## src/rtl/adc_host_pkg.sv

```systemverilog
package adc_host_pkg;

    typedef enum logic [2:0] {
        ST_IDLE,
        ST_ADDR,
        ST_ZERO,
        ST_MSB,
        ST_LSB,
        ST_CLOSE
    } host_state_e;

    // start bit + single/diff bit + odd/sign bit
    localparam int ADDR_SLOTS = 3;

endpackage

```

## src/rtl/adc_sclk_gen.sv

```systemverilog
module adc_sclk_gen #(
    parameter int DIV = 8
) (
    input  logic clk,
    input  logic rst_n,
    input  logic run,
    output logic sclk,
    output logic prd_end,
    output logic smp
);
    localparam int HALF = DIV / 2;
    localparam int MID  = HALF + HALF / 2;
    localparam int CW   = $clog2(DIV);

    logic [CW-1:0] cnt_q;
    logic [CW-1:0] cnt_nxt;
    logic          sclk_q;

    always_comb begin
        if (cnt_q == CW'(DIV - 1)) begin
            cnt_nxt = '0;
        end else begin
            cnt_nxt = cnt_q + 1'b1;
        end
    end

    always_ff @(posedge clk or negedge rst_n) begin
        if (!rst_n) begin
            cnt_q  <= '0;
            sclk_q <= 1'b0;
        end else if (!run) begin
            cnt_q  <= '0;
            sclk_q <= 1'b0;
        end else begin
            cnt_q  <= cnt_nxt;
            sclk_q <= (cnt_nxt >= CW'(HALF));
        end
    end

    assign sclk    = sclk_q;
    assign prd_end = run && (cnt_q == CW'(DIV - 1));
    assign smp     = run && (cnt_q == CW'(MID));

endmodule

```

## src/rtl/adc_rx_capture.sv

```systemverilog
module adc_rx_capture #(
    parameter int DW = 8
) (
    input  logic          clk,
    input  logic          rst_n,
    input  logic          shift_word,
    input  logic          shift_echo,
    input  logic          sd_in,
    output logic [DW-1:0] word,
    output logic          echo_ok
);
    logic [DW-1:0] word_q;
    logic [DW-2:0] echo_q;

    always_ff @(posedge clk or negedge rst_n) begin
        if (!rst_n) begin
            word_q <= '0;
            echo_q <= '0;
        end else begin
            if (shift_word) begin
                word_q <= {word_q[DW-2:0], sd_in};
            end
            if (shift_echo) begin
                // first echo bit is word bit 1; it ends up at echo_q[0]
                echo_q <= {sd_in, echo_q[DW-2:1]};
            end
        end
    end

    assign word    = word_q;
    assign echo_ok = (echo_q == word_q[DW-1:1]);

endmodule

```

## src/rtl/adc_serial_host.sv

```systemverilog
module adc_serial_host
    import adc_host_pkg::*;
#(
    parameter int DIV = 8,
    parameter int DW  = 8
) (
    input  logic          clk,
    input  logic          rst_n,
    input  logic          req,
    input  logic          req_single,
    input  logic          req_odd,
    output logic          busy,
    output logic          done,
    output logic [DW-1:0] result,
    output logic          mismatch,
    output logic          spi_cs_n,
    output logic          spi_sclk,
    output logic          sd_out,
    output logic          sd_oe,
    input  logic          sd_in
);
    localparam int BCW = $clog2(DW);

    host_state_e   state_q, state_d;
    logic [BCW-1:0] bit_q;
    logic          cs_n_q;
    logic          sd_out_q;
    logic          sd_oe_q;
    logic          sgl_q;
    logic          odd_q;
    logic          done_q;
    logic          mism_q;
    logic [DW-1:0] result_q;

    logic          prd_end;
    logic          smp;
    logic [DW-1:0] word;
    logic          echo_ok;

    adc_sclk_gen #(
        .DIV (DIV)
    ) i_sclk (
        .clk     (clk),
        .rst_n   (rst_n),
        .run     (!cs_n_q),
        .sclk    (spi_sclk),
        .prd_end (prd_end),
        .smp     (smp)
    );

    adc_rx_capture #(
        .DW (DW)
    ) i_rx (
        .clk        (clk),
        .rst_n      (rst_n),
        .shift_word (smp && (state_q == ST_MSB)),
        .shift_echo (smp && (state_q == ST_LSB)),
        .sd_in      (sd_in),
        .word       (word),
        .echo_ok    (echo_ok)
    );

    // state register
    always_ff @(posedge clk or negedge rst_n) begin
        if (!rst_n) begin
            state_q <= ST_IDLE;
        end else begin
            state_q <= state_d;
        end
    end

    // transitions
    always_comb begin
        state_d = state_q;
        unique case (state_q)
            ST_IDLE:  if (req) state_d = ST_ADDR;
            ST_ADDR:  if (prd_end && bit_q == BCW'(ADDR_SLOTS - 1)) state_d = ST_ZERO;
            ST_ZERO:  if (prd_end) state_d = ST_MSB;
            ST_MSB:   if (prd_end && bit_q == BCW'(DW - 1)) state_d = ST_LSB;
            ST_LSB:   if (prd_end && bit_q == BCW'(DW - 2)) state_d = ST_CLOSE;
            ST_CLOSE: state_d = ST_IDLE;
            default:  state_d = ST_IDLE;
        endcase
    end

    // outputs and datapath
    always_ff @(posedge clk or negedge rst_n) begin
        if (!rst_n) begin
            cs_n_q   <= 1'b1;
            sd_out_q <= 1'b0;
            sd_oe_q  <= 1'b0;
            bit_q    <= '0;
            sgl_q    <= 1'b0;
            odd_q    <= 1'b0;
            done_q   <= 1'b0;
            mism_q   <= 1'b0;
            result_q <= '0;
        end else begin
            done_q <= 1'b0;
            if (state_q == ST_IDLE && req) begin
                cs_n_q   <= 1'b0;
                sd_oe_q  <= 1'b1;
                sd_out_q <= 1'b1;
                sgl_q    <= req_single;
                odd_q    <= req_odd;
                bit_q    <= '0;
            end
            if (prd_end) begin
                if (state_d != state_q) begin
                    bit_q <= '0;
                end else begin
                    bit_q <= bit_q + 1'b1;
                end
                if (state_q == ST_ADDR) begin
                    if (bit_q == BCW'(0)) begin
                        sd_out_q <= sgl_q;
                    end else if (bit_q == BCW'(1)) begin
                        sd_out_q <= odd_q;
                    end else begin
                        sd_out_q <= 1'b0;
                        sd_oe_q  <= 1'b0;
                    end
                end
                if (state_q == ST_LSB && state_d == ST_CLOSE) begin
                    cs_n_q <= 1'b1;
                end
            end
            if (state_q == ST_CLOSE) begin
                done_q   <= 1'b1;
                result_q <= word;
                mism_q   <= !echo_ok;
            end
        end
    end

    assign busy     = (state_q != ST_IDLE);
    assign done     = done_q;
    assign result   = result_q;
    assign mismatch = mism_q;
    assign spi_cs_n = cs_n_q;
    assign sd_out   = sd_out_q;
    assign sd_oe    = sd_oe_q;

endmodule

```

## config.mk

```make
export PLATFORM = sky130hd
export DESIGN_NAME = adc_serial_host
export DESIGN_NICKNAME = d
export VERILOG_FILES = /design/src/rtl/adc_host_pkg.sv /design/src/rtl/adc_sclk_gen.sv /design/src/rtl/adc_rx_capture.sv /design/src/rtl/adc_serial_host.sv
export SDC_FILE = /design/constraint.sdc
export NUM_CORES = 1
export LEC_CHECK = 0
export ABC_AREA = 1
export BUFFER_PORTS_ARGS = -buffer_cell sky130_fd_sc_hd__buf_2
export CAP_MARGIN = 10
export CORE_UTILIZATION = 45
export DETAILED_ROUTE_END_ITERATION = 10
export SETUP_SLACK_MARGIN = 0.5
export SLEW_MARGIN = 40
export SYNTH_ARGS = -nofsm -noshare
export SYNTH_HDL_FRONTEND = slang
export SYNTH_SLANG_ARGS = --single-unit
```

## constraint.sdc

```tcl
create_clock -name clk -period 2.4 [get_ports clk]
set_input_delay 0.48 -clock clk [delete_from_list [all_inputs] [get_ports clk]]
set_output_delay 0.48 -clock clk [all_outputs]
set_load 0.005 [all_outputs]
```

==> results of run 1 <==
==> report_power, final <==
| part | switching, W | internal [W] |
|---|---|---|
| clock network | 0.000228 | 0.000415 |
| logic | 0.0000136 | 0.00000345 |
| registers | 0 | 0.000657 |
==> stage by stage <==
step / utilization (%) / instance area (sq um) / hold slack [ns] / power, W
finish: 55.6 / 2100 / 0.147 / 0.00132
global route: 55.6 / 2100 / 0.184 / 0.00136
CTS: 55.6 / 2100 / 0.322 / 0.00133
detailed placement: 52.1 / 1960 / 0.460 / 0.000687
global placement: 52.1 / 1960 / 0.453 / 0.000687
floorplan: - / 1830 / 0.184 / 0.000670
==> flip-flops by register name, indices dropped and copies added, names as in the netlist <==
name,count
bit_q,3
done,1
i_rx.echo_q,7
i_rx.word,8
i_sclk.cnt_q,3
mismatch,1
odd_q,1
result,8
sd_oe,1
sd_out,1
sgl_q,1
spi_cs_n,1
state_q,3
==> layout make-up <==
| type | instances | area [sq um] |
|---|---|---|
| clock buffer | 6 | 72.6 |
| clock inverter | 2 | 60.1 |
| fill | 333 | 1670 |
| inverter | 29 | 109 |
| multi-input combinational | 132 | 717 |
| sequential | 39 | 977 |
| tap | 48 | 60.1 |
| timing repair buffer | 20 | 103 |
==> logic make-up after synthesis <==
group / Yosys count
buffers and inverters: 32
xor gates and xnor gates: 7
DFF: 39
AOI/OAI and AO/OA: 32
adders and majority gates: 8
and+or+nand+nor: 85
==> routing by layer <==
metal | vias to the layer above | share of wire (%) | track usage (%)
met4 | 0 | 2.2 | 8.42
met5 | - | 0 | 0
met3 | 9 | 3.3 | 5.73
li1 | 691 | - | -
met1 | 640 | 47 | 22.7
met2 | 20 | 47 | 29.0
==> layout by cell type, fill, tap and decap left out, types with 2 or more instances in the layout <==
cell                        count
sky130_fd_sc_hd__nand2_1       45
sky130_fd_sc_hd__dfrtp_1       38
sky130_fd_sc_hd__inv_1         26
sky130_fd_sc_hd__o21ai_1       19
sky130_fd_sc_hd__buf_2         19
sky130_fd_sc_hd__nor2_1        17
sky130_fd_sc_hd__nand3_1       11
sky130_fd_sc_hd__ha_1           8
sky130_fd_sc_hd__o21ai_0        7
sky130_fd_sc_hd__xnor2_1        7
sky130_fd_sc_hd__clkbuf_8       5
sky130_fd_sc_hd__inv_2          3
sky130_fd_sc_hd__a21oi_1        3
sky130_fd_sc_hd__nor3_1         2
sky130_fd_sc_hd__nand2_2        2
sky130_fd_sc_hd__nand4_1        2
sky130_fd_sc_hd__bufinv_16      2
==> worst max-delay path by stage <==
stage                                from          to  slack (ns)  cells past startpoint
after floorplan           i_sclk.cnt_q[0]  state_q[0]        0.91                      8
after global placement    i_sclk.cnt_q[0]  state_q[0]        0.85                      8
after detailed placement  i_sclk.cnt_q[0]  state_q[0]        0.76                      8
after CTS                 i_sclk.cnt_q[0]    bit_q[2]        0.75                     10
after global routing      i_sclk.cnt_q[0]    bit_q[2]        0.58                     10
final                     i_sclk.cnt_q[0]    bit_q[0]        0.76                      9
==> worst register-to-register path: stages (launching register included) <==
cell and delay (ns):
sky130_fd_sc_hd__dfrtp_1 0.40, sky130_fd_sc_hd__ha_1 0.20, sky130_fd_sc_hd__ha_1 0.23, sky130_fd_sc_hd__inv_1 0.12, sky130_fd_sc_hd__nor2_4 0.06, sky130_fd_sc_hd__nand3_1 0.10, sky130_fd_sc_hd__o21ai_0 0.10, sky130_fd_sc_hd__nor2_1 0.20
sky130_fd_sc_hd__nand3_1 0.11, sky130_fd_sc_hd__nand2_1 0.07
==> flow_metrics.py, run 1 <==
metrics = {
    "yosys": {
        "synth_top_area_share_pct": 52.1,
        "most_instantiated_library_cell_after_synthesis": "sky130_fd_sc_hd__nand2_1",
        "main_combinational_cell_family_by_area_after_synthesis": "simple AND/OR/NAND/NOR gates",
        "synth.net_count": 217,
        "netlist.top_cell.by_area": "sky130_fd_sc_hd__dfrtp_1",
        "synth_cell_types": 27,
        "synth_compound_gate_area_share_pct": 9.45,
        "synth_ff_type": "sky130_fd_sc_hd__dfrtp_1",
        "yosys.area_share.xor_xnor_pct": 3.36,
        "yosys_register_bits": 39,
        "synthAdderAreaFrac_pct": 5.48,
        "synth.top_cells.by_count": "sky130_fd_sc_hd__nand2_1, sky130_fd_sc_hd__dfrtp_1, sky130_fd_sc_hd__inv_1",
        "yosys_warnings": 0,
        "synth.area.mux_share_pct": 0,
        "synth_top_cells_by_area": "sky130_fd_sc_hd__dfrtp_1, sky130_fd_sc_hd__nand2_1, sky130_fd_sc_hd__ha_1, sky130_fd_sc_hd__inv_1, sky130_fd_sc_hd__o21ai_1",
        "seq_area_frac_synth_pct": 53.5,
        "synth.avg_cell_area_sq_um": 9.00,
        "synth_edf_count": 0,
        "syn_inst": 203,
        "synth-simple-area-share_pct": 21.0,
        "synthArstFlopShare_pct": 100,
        "mappedNetlistArea_sq_um": 1830,
    },
    "critical_path": {
        "path_buf_inv": 1,
        "critical_path_required_ns": 2.63,
        "path_depth_of_the_worst_reg2reg_path": 9,
        "timing.critical_path.fanout_max": 6,
        "critPathSlowestCell": "sky130_fd_sc_hd__dfrtp_1",
        "timing.critical_path.arrival_ns": 1.88,
        "worstSetupEndpointType": "flop",
        "critPathKind": "flop to flop",
        "crit_family": "simple AND/OR/NAND/NOR gates",
        "critical_path.max_stage_delay_ns": 0.40,
        "regToRegStartpoint": "i_sclk.cnt_q[0]",
        "worstReg2RegEnd": "bit_q[0]",
        "critPathLaunchType": "flop",
        "r2r_slack_ns": 0.76,
        "worstPathCellList": "ha_1 > ha_1 > inv_1 > nor2_4 > nand3_1 > o21ai_0 > nor2_1 > nand3_1 > nand2_1",
    },
    "timing": {
        "final.setup.tns_ns": 0,
        "finalClockSkew_ns": 0.00674,
        "timing_worst_slew_pin_value_ns": 0.488,
        "timing.final.setup_violations": 0,
        "final_hold_vio_count": 0,
        "setup_repair_after_global_routing_missed_its_margin": "no",
        "final_period_minus_worst_setup_slack_ns": 1.64,
        "slew_headroom_pct": 67.5,
        "worst_slack_ns": 0.759,
        "timing.fmax_mhz": 609,
        "layout_worst_path_cycle_share_pct": 68.4,
        "maxSlewViolCount": 0,
    },
    "layout": {
        "post_route_cells_drive_above_1_share_pct": 17.5,
        "num-nets-final": 241,
        "antenna_cells": 0,
        "final_cells": 276,
        "area_growth_pct": 14.9,
    },
    "placed_design": {
        "setup_slack_after_placement_ns": 0.756,
        "hpwlAfterDp_mm": 2.44,
        "numPortBuffers": 20,
        "numPlacedInstances": 268,
        "gp_routability_congestion": 0.851,
    },
    "die": {
        "boundary_pins": 21,
        "fp.dieArea_sq_um": 4320,
        "rows": 22,
        "floorplan.initialDensity_pct": 48.4,
        "design.core.area_sq_um": 3770,
        "height_of_the_die_microns": 65.7,
        "floorplan.die.width_microns": 65.7,
    },
    "power_and_ir_drop": {
        "vdd_ir_drop_max_v": 0.000419,
        "power_density_nw_per_um2": 628,
        "leakagePower_nw": 1.05,
    },
    "clock_network": {
        "clock_sink_count": 39,
        "cts.hold.buffers_added": 0,
        "cts_max_path_buffers": 2,
        "htreeDepth": 2,
        "cts_buffers": 5,
        "post_cts.repair.setup_buffers": 0,
        "worst_skew_pair.late_latency_ns": 0.29,
        "buffer_type_at_the_clock_tree_root": "sky130_fd_sc_hd__clkbuf_8",
        "cts_resized": 0,
        "tritoncts": "done",
        "cts.clk_slew.worst_paths_ns": 0.08,
    },
    "job": {
        "drv.max_cap_violation_count": 0,
    },
    "run_status": {
        "run_status": "finished, final reports clean",
    },
    "global_routing": {
        "first_global_vias": 1358,
        "grt_start_max_net_pins": 40,
        "grt_pass1_wl_mm": 5.81,
        "overflow": 0,
        "track_usage_pct": 18.3,
        "grt_antenna_before_repair": 0,
    },
    "hold_path": {
        "hold_path_class": "input pin to asynchronous set/reset pin",
    },
    "routing": {
        "routed_wl_mm": 3.27,
        "detail_route.wl_per_cell_microns": 11.8,
        "first_iter_violations": 71,
        "antenna_violating_nets_post_route": 0,
        "detailedRoute.firstPassIterationCount": 4,
        "via_count": 1360,
        "post_drt_via_cell_ratio": 4.93,
        "drt_drc_violations_left": 0,
    },
}
Note: power is estimated with default switching activity, not from simulation.
==> run 2, diff against run 1 <==
Settings changed: ABC_AREA 1 to 0.
Clock period 2.4 ns to 1.6 ns, I/O delays scaled along.
==> run 2 against run 1 <==
The run now ends with setup timing left. Worst hold slack better by 0.080 ns. Flip-flop and latch count is the same. Die area increased by 0.99%. Global-route usage increased by 2.8 points. Count of clock-buffer cells in the layout did not move. Final area is 28% higher. Sequential share of layout area is 10 points lower. Clock skew shrank 0.00092 ns. Synthesized area up 1.0%. Via count is 1.6% lower. Synthesized cell count fell by 25%. Critical endpoint unchanged. Highest routed layer unchanged.
==> flow_metrics.py, run 2 <==
metrics = {
    "critical_path": {
        "critPathLaunchType": "flop",
        "path_buf_inv": 0,
        "critical_path.max_stage_delay_ns": 0.40,
        "worstSetupEndpointType": "flop",
        "timing.critical_path.arrival_ns": 1.87,
        "crit_family": "flip-flops",
        "critical_path_required_ns": 1.78,
        "timing.critical_path.fanout_max": 4,
        "critPathSlowestCell": "sky130_fd_sc_hd__dfrtp_1",
        "critPathKind": "flop to flop",
        "worstPathCellList": "ha_2 > ha_4 > and2b_4 > a21o_1 > o2111ai_2 > a21oi_2 > mux2_4",
    },
    "die": {
        "rows": 22,
        "boundary_pins": 21,
        "height_of_the_die_microns": 66.0,
        "design.core.area_sq_um": 3800,
        "floorplan.die.width_microns": 66.0,
        "floorplan.initialDensity_pct": 48.6,
        "fp.dieArea_sq_um": 4360,
    },
    "placed_design": {
        "hpwlAfterDp_mm": 2.63,
        "setup_slack_after_placement_ns": -0.0635,
        "dpl-instance-area_sq_um": 2190,
        "numPortBuffers": 20,
        "gp_routability_congestion": 0.856,
    },
    "timing": {
        "timing.final.setup_violations": 18,
        "layout_worst_path_cycle_share_pct": 105,
        "setup_repair_after_global_routing_missed_its_margin": "yes",
        "final_hold_vio_count": 0,
        "final_period_minus_worst_setup_slack_ns": 1.68,
        "worst_slack_ns": -0.0847,
        "maxSlewViolCount": 0,
        "timing.fmax_mhz": 594,
        "slew_headroom_pct": 68.7,
        "finalClockSkew_ns": 0.00582,
        "timing_worst_slew_pin_value_ns": 0.470,
    },
    "clock_network": {
        "buffer_type_at_the_clock_tree_root": "sky130_fd_sc_hd__clkbuf_8",
        "cts_buffers": 5,
        "cts.clk_slew.worst_paths_ns": 0.07,
        "clock_sink_count": 39,
        "htreeDepth": 2,
        "tritoncts": "done",
        "cts_max_path_buffers": 2,
        "worst_skew_pair.late_latency_ns": 0.30,
    },
    "run_status": {
        "violations": "setup timing",
        "run_status": "finished with violations",
    },
    "global_routing": {
        "grt_pass1_wl_mm": 6.58,
        "first_global_vias": 1343,
        "overflow": 0,
        "grt_start_max_net_pins": 22,
        "grt_antenna_before_repair": 0,
        "track_usage_pct": 21.1,
    },
    "yosys": {
        "syn_inst": 153,
        "synthArstFlopShare_pct": 100,
        "synth.top_cells.by_count": "sky130_fd_sc_hd__dfrtp_1, sky130_fd_sc_hd__nand2_1, sky130_fd_sc_hd__mux2_2",
        "synth_top_area_share_pct": 51.5,
        "synth_edf_count": 0,
        "synth.net_count": 167,
        "yosys_warnings": 0,
        "synth_cell_types": 43,
        "synth_top_cells_by_area": "sky130_fd_sc_hd__dfrtp_1, sky130_fd_sc_hd__mux2_2, sky130_fd_sc_hd__ha_1, sky130_fd_sc_hd__nand2_1, sky130_fd_sc_hd__xnor2_1",
        "yosys_register_bits": 39,
        "synth.avg_cell_area_sq_um": 12.1,
        "synth_ff_type": "sky130_fd_sc_hd__dfrtp_1",
        "mappedNetlistArea_sq_um": 1850,
        "seq_area_frac_synth_pct": 52.9,
        "most_instantiated_library_cell_after_synthesis": "sky130_fd_sc_hd__dfrtp_1",
        "netlist.top_cell.by_area": "sky130_fd_sc_hd__dfrtp_1",
    },
    "routing": {
        "via_count": 1338,
        "antenna_violating_nets_post_route": 0,
        "detail_route.wl_per_cell_microns": 15.5,
        "routed_wl_mm": 4.11,
        "detailedRoute.firstPassIterationCount": 4,
        "first_iter_violations": 44,
        "post_drt_via_cell_ratio": 5.07,
        "drt_drc_violations_left": 0,
    },
    "layout": {
        "num-nets-final": 229,
        "most_common_library_cell_in_the_layout_ignoring_fill_and_taps": "sky130_fd_sc_hd__dfrtp_1",
        "count_of_fill_cells_added_during_filler_insertion": 270,
        "post_route_cells_drive_above_1_share_pct": 58.3,
        "antenna_cells": 0,
        "mostFrequentLayoutCells": "sky130_fd_sc_hd__dfrtp_1, sky130_fd_sc_hd__buf_4, sky130_fd_sc_hd__mux2_4",
        "finalInstanceArea_sq_um": 2690,
        "area_growth_pct": 45.6,
    },
    "power_and_ir_drop": {
        "leakagePower_nw": 1.35,
        "vdd_ir_drop_max_v": 0.000471,
        "power_density_nw_per_um2": 693,
    },
    "hold_path": {
        "hold_path_class": "input pin to flop",
    },
    "job": {
        "drv.max_cap_violation_count": 0,
    },
}
-- run 2: layout make-up --
| class | count | area, sq um | area share, % |
|---|---|---|---|
| Multi-Input combinational cell | 104 | 1030 | 38.3 |
| Clock inverter | 2 | 35.0 | 1.30 |
| Timing Repair Buffer | 58 | 469 | 17.5 |
| Clock buffer | 6 | 82.6 | 3.07 |
| Sequential cell | 39 | 981 | 36.5 |
| Inverter | 7 | 31.3 | 1.16 |
| Tap cell | 48 | 60.1 | 2.23 |
-- run 2: report_power, final --
group          internal, W  total (W)  switching, W  leakage, nW
Sequential        0.000985   0.000985             0        0.528
Clock             0.000504   0.000845      0.000341       0.0612
Combinational    0.0000109  0.0000332     0.0000223        0.757
-- run 2: layer usage --
metal	up-vias	share of wire [%]	GRT usage (%)
met1	666	42	25.6
met5	-	0	0
met2	17	53	35.2
met4	0	1.0	7.18
met3	4	3.1	6.72
li1	651	-	-
-- run 2: worst paths after layout --
check / from / endpoint / slack [ns] / depth (start not counted)
worst max-delay path: i_sclk.cnt_q[1] / bit_q[0] / -0.08 / 7
worst max register to register: i_sclk.cnt_q[1] / bit_q[0] / -0.08 / 7
max in group asynchronous: rst_n / state_q[1] / 0.62 / 3
min in group asynchronous: rst_n / result[6] / 0.50 / 2
worst min-delay path: req_odd / odd_q / 0.23 / 3
worst min register to register: odd_q / odd_q / 0.49 / 2
-- run 2: timing repair --
action                                  CTS  global route
endpoints found under the hold margin    17             0
gates cloned                              1             0
resized for setup                        17            28
pin swaps                                 4            13
setup buffers                            17             8
endpoints found under the setup margin   51            52
hold buffers                              1             0
-- run 2: logic make-up after synthesis --
kind of cell	share of synthesized area (%)
and+or+nand+nor	16.0
DFF	52.9
muxes	12.4
AOI/OAI and AO/OA	6.92
buffers and inverters	2.98
adders and majority gates	5.42
xor gates and xnor gates	3.32
-- run 2: tightest hold or removal path: cells and delay by family --
kind | cells | cell delay [ns]
and+or+nand+nor | 2 | 0.10
buffers and inverters | 1 | 0.07
-- run 2: stage by stage --
stage / hold WS [ns] / instances / utilization, % / total power, W / setup TNS, ns
after floorplan: 0.0244 / 153 / - / 0.00100 / 0
after global placement: 0.286 / 229 / 57.5 / 0.00104 / -0.0282
after detailed placement: 0.300 / 229 / 57.5 / 0.00104 / -0.163
after CTS: 0.219 / 256 / 66.6 / 0.00188 / -0.200
after global routing: 0.229 / 264 / 70.8 / 0.00194 / -1.79
final: 0.227 / 264 / 70.8 / 0.00186 / -0.449
==> run 3, diff against run 2 <==
Settings changed: CTS_BUF_LIST set to sky130_fd_sc_hd__clkbuf_4, SKIP_CTS_REPAIR_TIMING set to 1.
==> run 3 against run 2 <==
The run still ends with setup timing left. Non-clock buffer count shrank 19. Worst setup slack worse by 0.0034 ns. Count of clock-buffer cells in the layout down 1. Largest cell class is now sequential cells.
==> flow_metrics.py, run 3 (synthesis results as in run 2) <==
metrics = {
    "die": {
        "fp.dieArea_sq_um": 4360,
        "boundary_pins": 21,
        "rows": 22,
        "floorplan.die.width_microns": 66.0,
        "height_of_the_die_microns": 66.0,
        "design.core.area_sq_um": 3800,
        "floorplan.initialDensity_pct": 48.6,
    },
    "layout": {
        "num-nets-final": 209,
        "most_common_library_cell_in_the_layout_ignoring_fill_and_taps": "sky130_fd_sc_hd__dfrtp_1",
        "final_core_util_pct": 62.7,
        "count_of_fill_cells_added_during_filler_insertion": 297,
        "mostFrequentLayoutCells": "sky130_fd_sc_hd__dfrtp_1, sky130_fd_sc_hd__nand2_1, sky130_fd_sc_hd__buf_2",
        "finalInstanceArea_sq_um": 2380,
        "antenna_cells": 0,
        "sequential_standard_cell_area_sq_um": 977,
        "area_growth_pct": 29.0,
        "multiInputGateArea_sq_um": 945,
        "post_route_cells_drive_above_1_share_pct": 44.9,
    },
    "critical_path": {
        "path_depth_of_the_worst_reg2reg_path": 7,
        "worstReg2RegEnd": "bit_q[0]",
        "regToRegStartpoint": "i_sclk.cnt_q[1]",
        "critPathLaunchType": "flop",
        "critical_path_required_ns": 1.85,
        "worstSetupEndpointType": "flop",
        "timing.critical_path.arrival_ns": 1.94,
        "critPathKind": "flop to flop",
        "endpoint": "bit_q[0]",
        "r2r_slack_ns": -0.09,
        "timing.critical_path.fanout_max": 4,
        "crit_path_start": "i_sclk.cnt_q[1]",
    },
    "routing": {
        "drt_drc_violations_left": 0,
        "routed_wl_mm": 3.62,
        "met2_length_mm": 1.85,
        "drt-met1-wl_mm": 1.59,
        "post_drt_via_cell_ratio": 5.09,
        "detailedRoute.firstPassIterationCount": 4,
        "antenna_violating_nets_post_route": 0,
        "met3_wirelength_microns": 105,
        "first_iter_violations": 33,
        "top_signal_layer_used": "met4",
        "detail_route.wl_per_cell_microns": 14.8,
        "via_count": 1241,
    },
    "clock_network": {
        "htreeDepth": 2,
        "buffer_type_at_the_clock_tree_root": "sky130_fd_sc_hd__clkbuf_4",
        "cts_max_path_buffers": 2,
        "worst_skew_pair.late_latency_ns": 0.35,
        "cts_buffers": 5,
        "tritoncts": "done",
        "clock_sink_count": 39,
        "cts.clk_slew.worst_paths_ns": 0.12,
    },
    "global_routing": {
        "overflow": 0,
        "grt_start_max_net_pins": 22,
        "grt_antenna_before_repair": 0,
        "grt_pass1_wl_mm": 6.04,
        "track_usage_pct": 19.3,
        "first_global_vias": 1237,
    },
    "timing": {
        "maxSlewViolCount": 0,
        "slew_headroom_pct": 68.6,
        "layout_worst_path_cycle_share_pct": 106,
        "timing.fmax_mhz": 592,
        "worst_slack_ns": -0.0880,
        "timing.final.setup_violations": 4,
        "final_hold_vio_count": 0,
        "finalClockSkew_ns": 0.0117,
        "final.hold.worst_slack_ns": 0.167,
        "setup_repair_after_global_routing_missed_its_margin": "yes",
        "final_period_minus_worst_setup_slack_ns": 1.69,
        "timing_worst_slew_pin_value_ns": 0.471,
    },
    "power_and_ir_drop": {
        "power.total_w": 0.00167,
        "vdd_ir_drop_max_v": 0.000414,
        "power_density_nw_per_um2": 699,
        "leakagePower_nw": 1.21,
    },
    "placed_design": {
        "hpwlAfterDp_mm": 2.63,
        "dpl-instance-area_sq_um": 2190,
        "numPortBuffers": 20,
        "gp_routability_congestion": 0.856,
        "setup_slack_after_placement_ns": -0.0635,
    },
    "run_status": {
        "run_status": "finished with violations",
        "violations": "setup timing",
    },
    "hold_path": {
        "hold_path_class": "input pin to flop",
    },
    "job": {
        "drv.max_cap_violation_count": 0,
    },
}
==> run 3: through the flow <==
stage,instances,setup TNS (ns)
4_1_cts,237,-0.306
3_5_place_dp,229,-0.163
2_1_floorplan,153,0
6_report,244,-0.295
5_1_grt,244,-0.864
3_3_place_gp,229,-0.0282
==> run 3: where the power goes <==
| group | internal, W | total (W) | switching [W] |
|---|---|---|---|
| logic | 0.0000110 | 0.0000329 | 0.0000219 |
| clock network | 0.000321 | 0.000647 | 0.000326 |
| registers | 0.000985 | 0.000985 | 0 |
| total | 0.00132 | 0.00167 | 0.000347 |
==> run 3: how the worst min path moves through the flow <==
stage	endpoint	cells past startpoint	slack (ns)	start
finish	odd_q	3	0.17	req_odd
global placement	result[7]	1	0.29	rst_n
global route	odd_q	3	0.16	req_odd
detailed placement	result[6]	1	0.30	rst_n
CTS	sd_oe	1	-0.1	rst_n
floorplan	bit_q[0]	0	0.02	rst_n
==> run 3: worst max-delay path: stages, from the launching register on <==
cell and delay, ns:
sky130_fd_sc_hd__dfrtp_1 0.41, sky130_fd_sc_hd__ha_2 0.21, sky130_fd_sc_hd__ha_4 0.17, sky130_fd_sc_hd__nand4bb_1 0.12
sky130_fd_sc_hd__a31oi_2 0.11, sky130_fd_sc_hd__o2111ai_2 0.22, sky130_fd_sc_hd__a21oi_2 0.10, sky130_fd_sc_hd__mux2_4 0.26
==> run 3: cell type report <==
type	count	area share, %
flip-flops and latches	39	41.0
clock buffers	5	1.58
inverters	7	1.10
well taps	48	2.52
repair buffers	39	12.5
multi-input cells	103	39.7
clock inverters	3	1.63
==> run 3: routing by layer <==
metal  global-route usage (%)  vias up
met2                     31.5       19
li1                         -      607
met3                     4.14        8
met1                     24.0      607
met4                     9.57        0
met5                        0        -
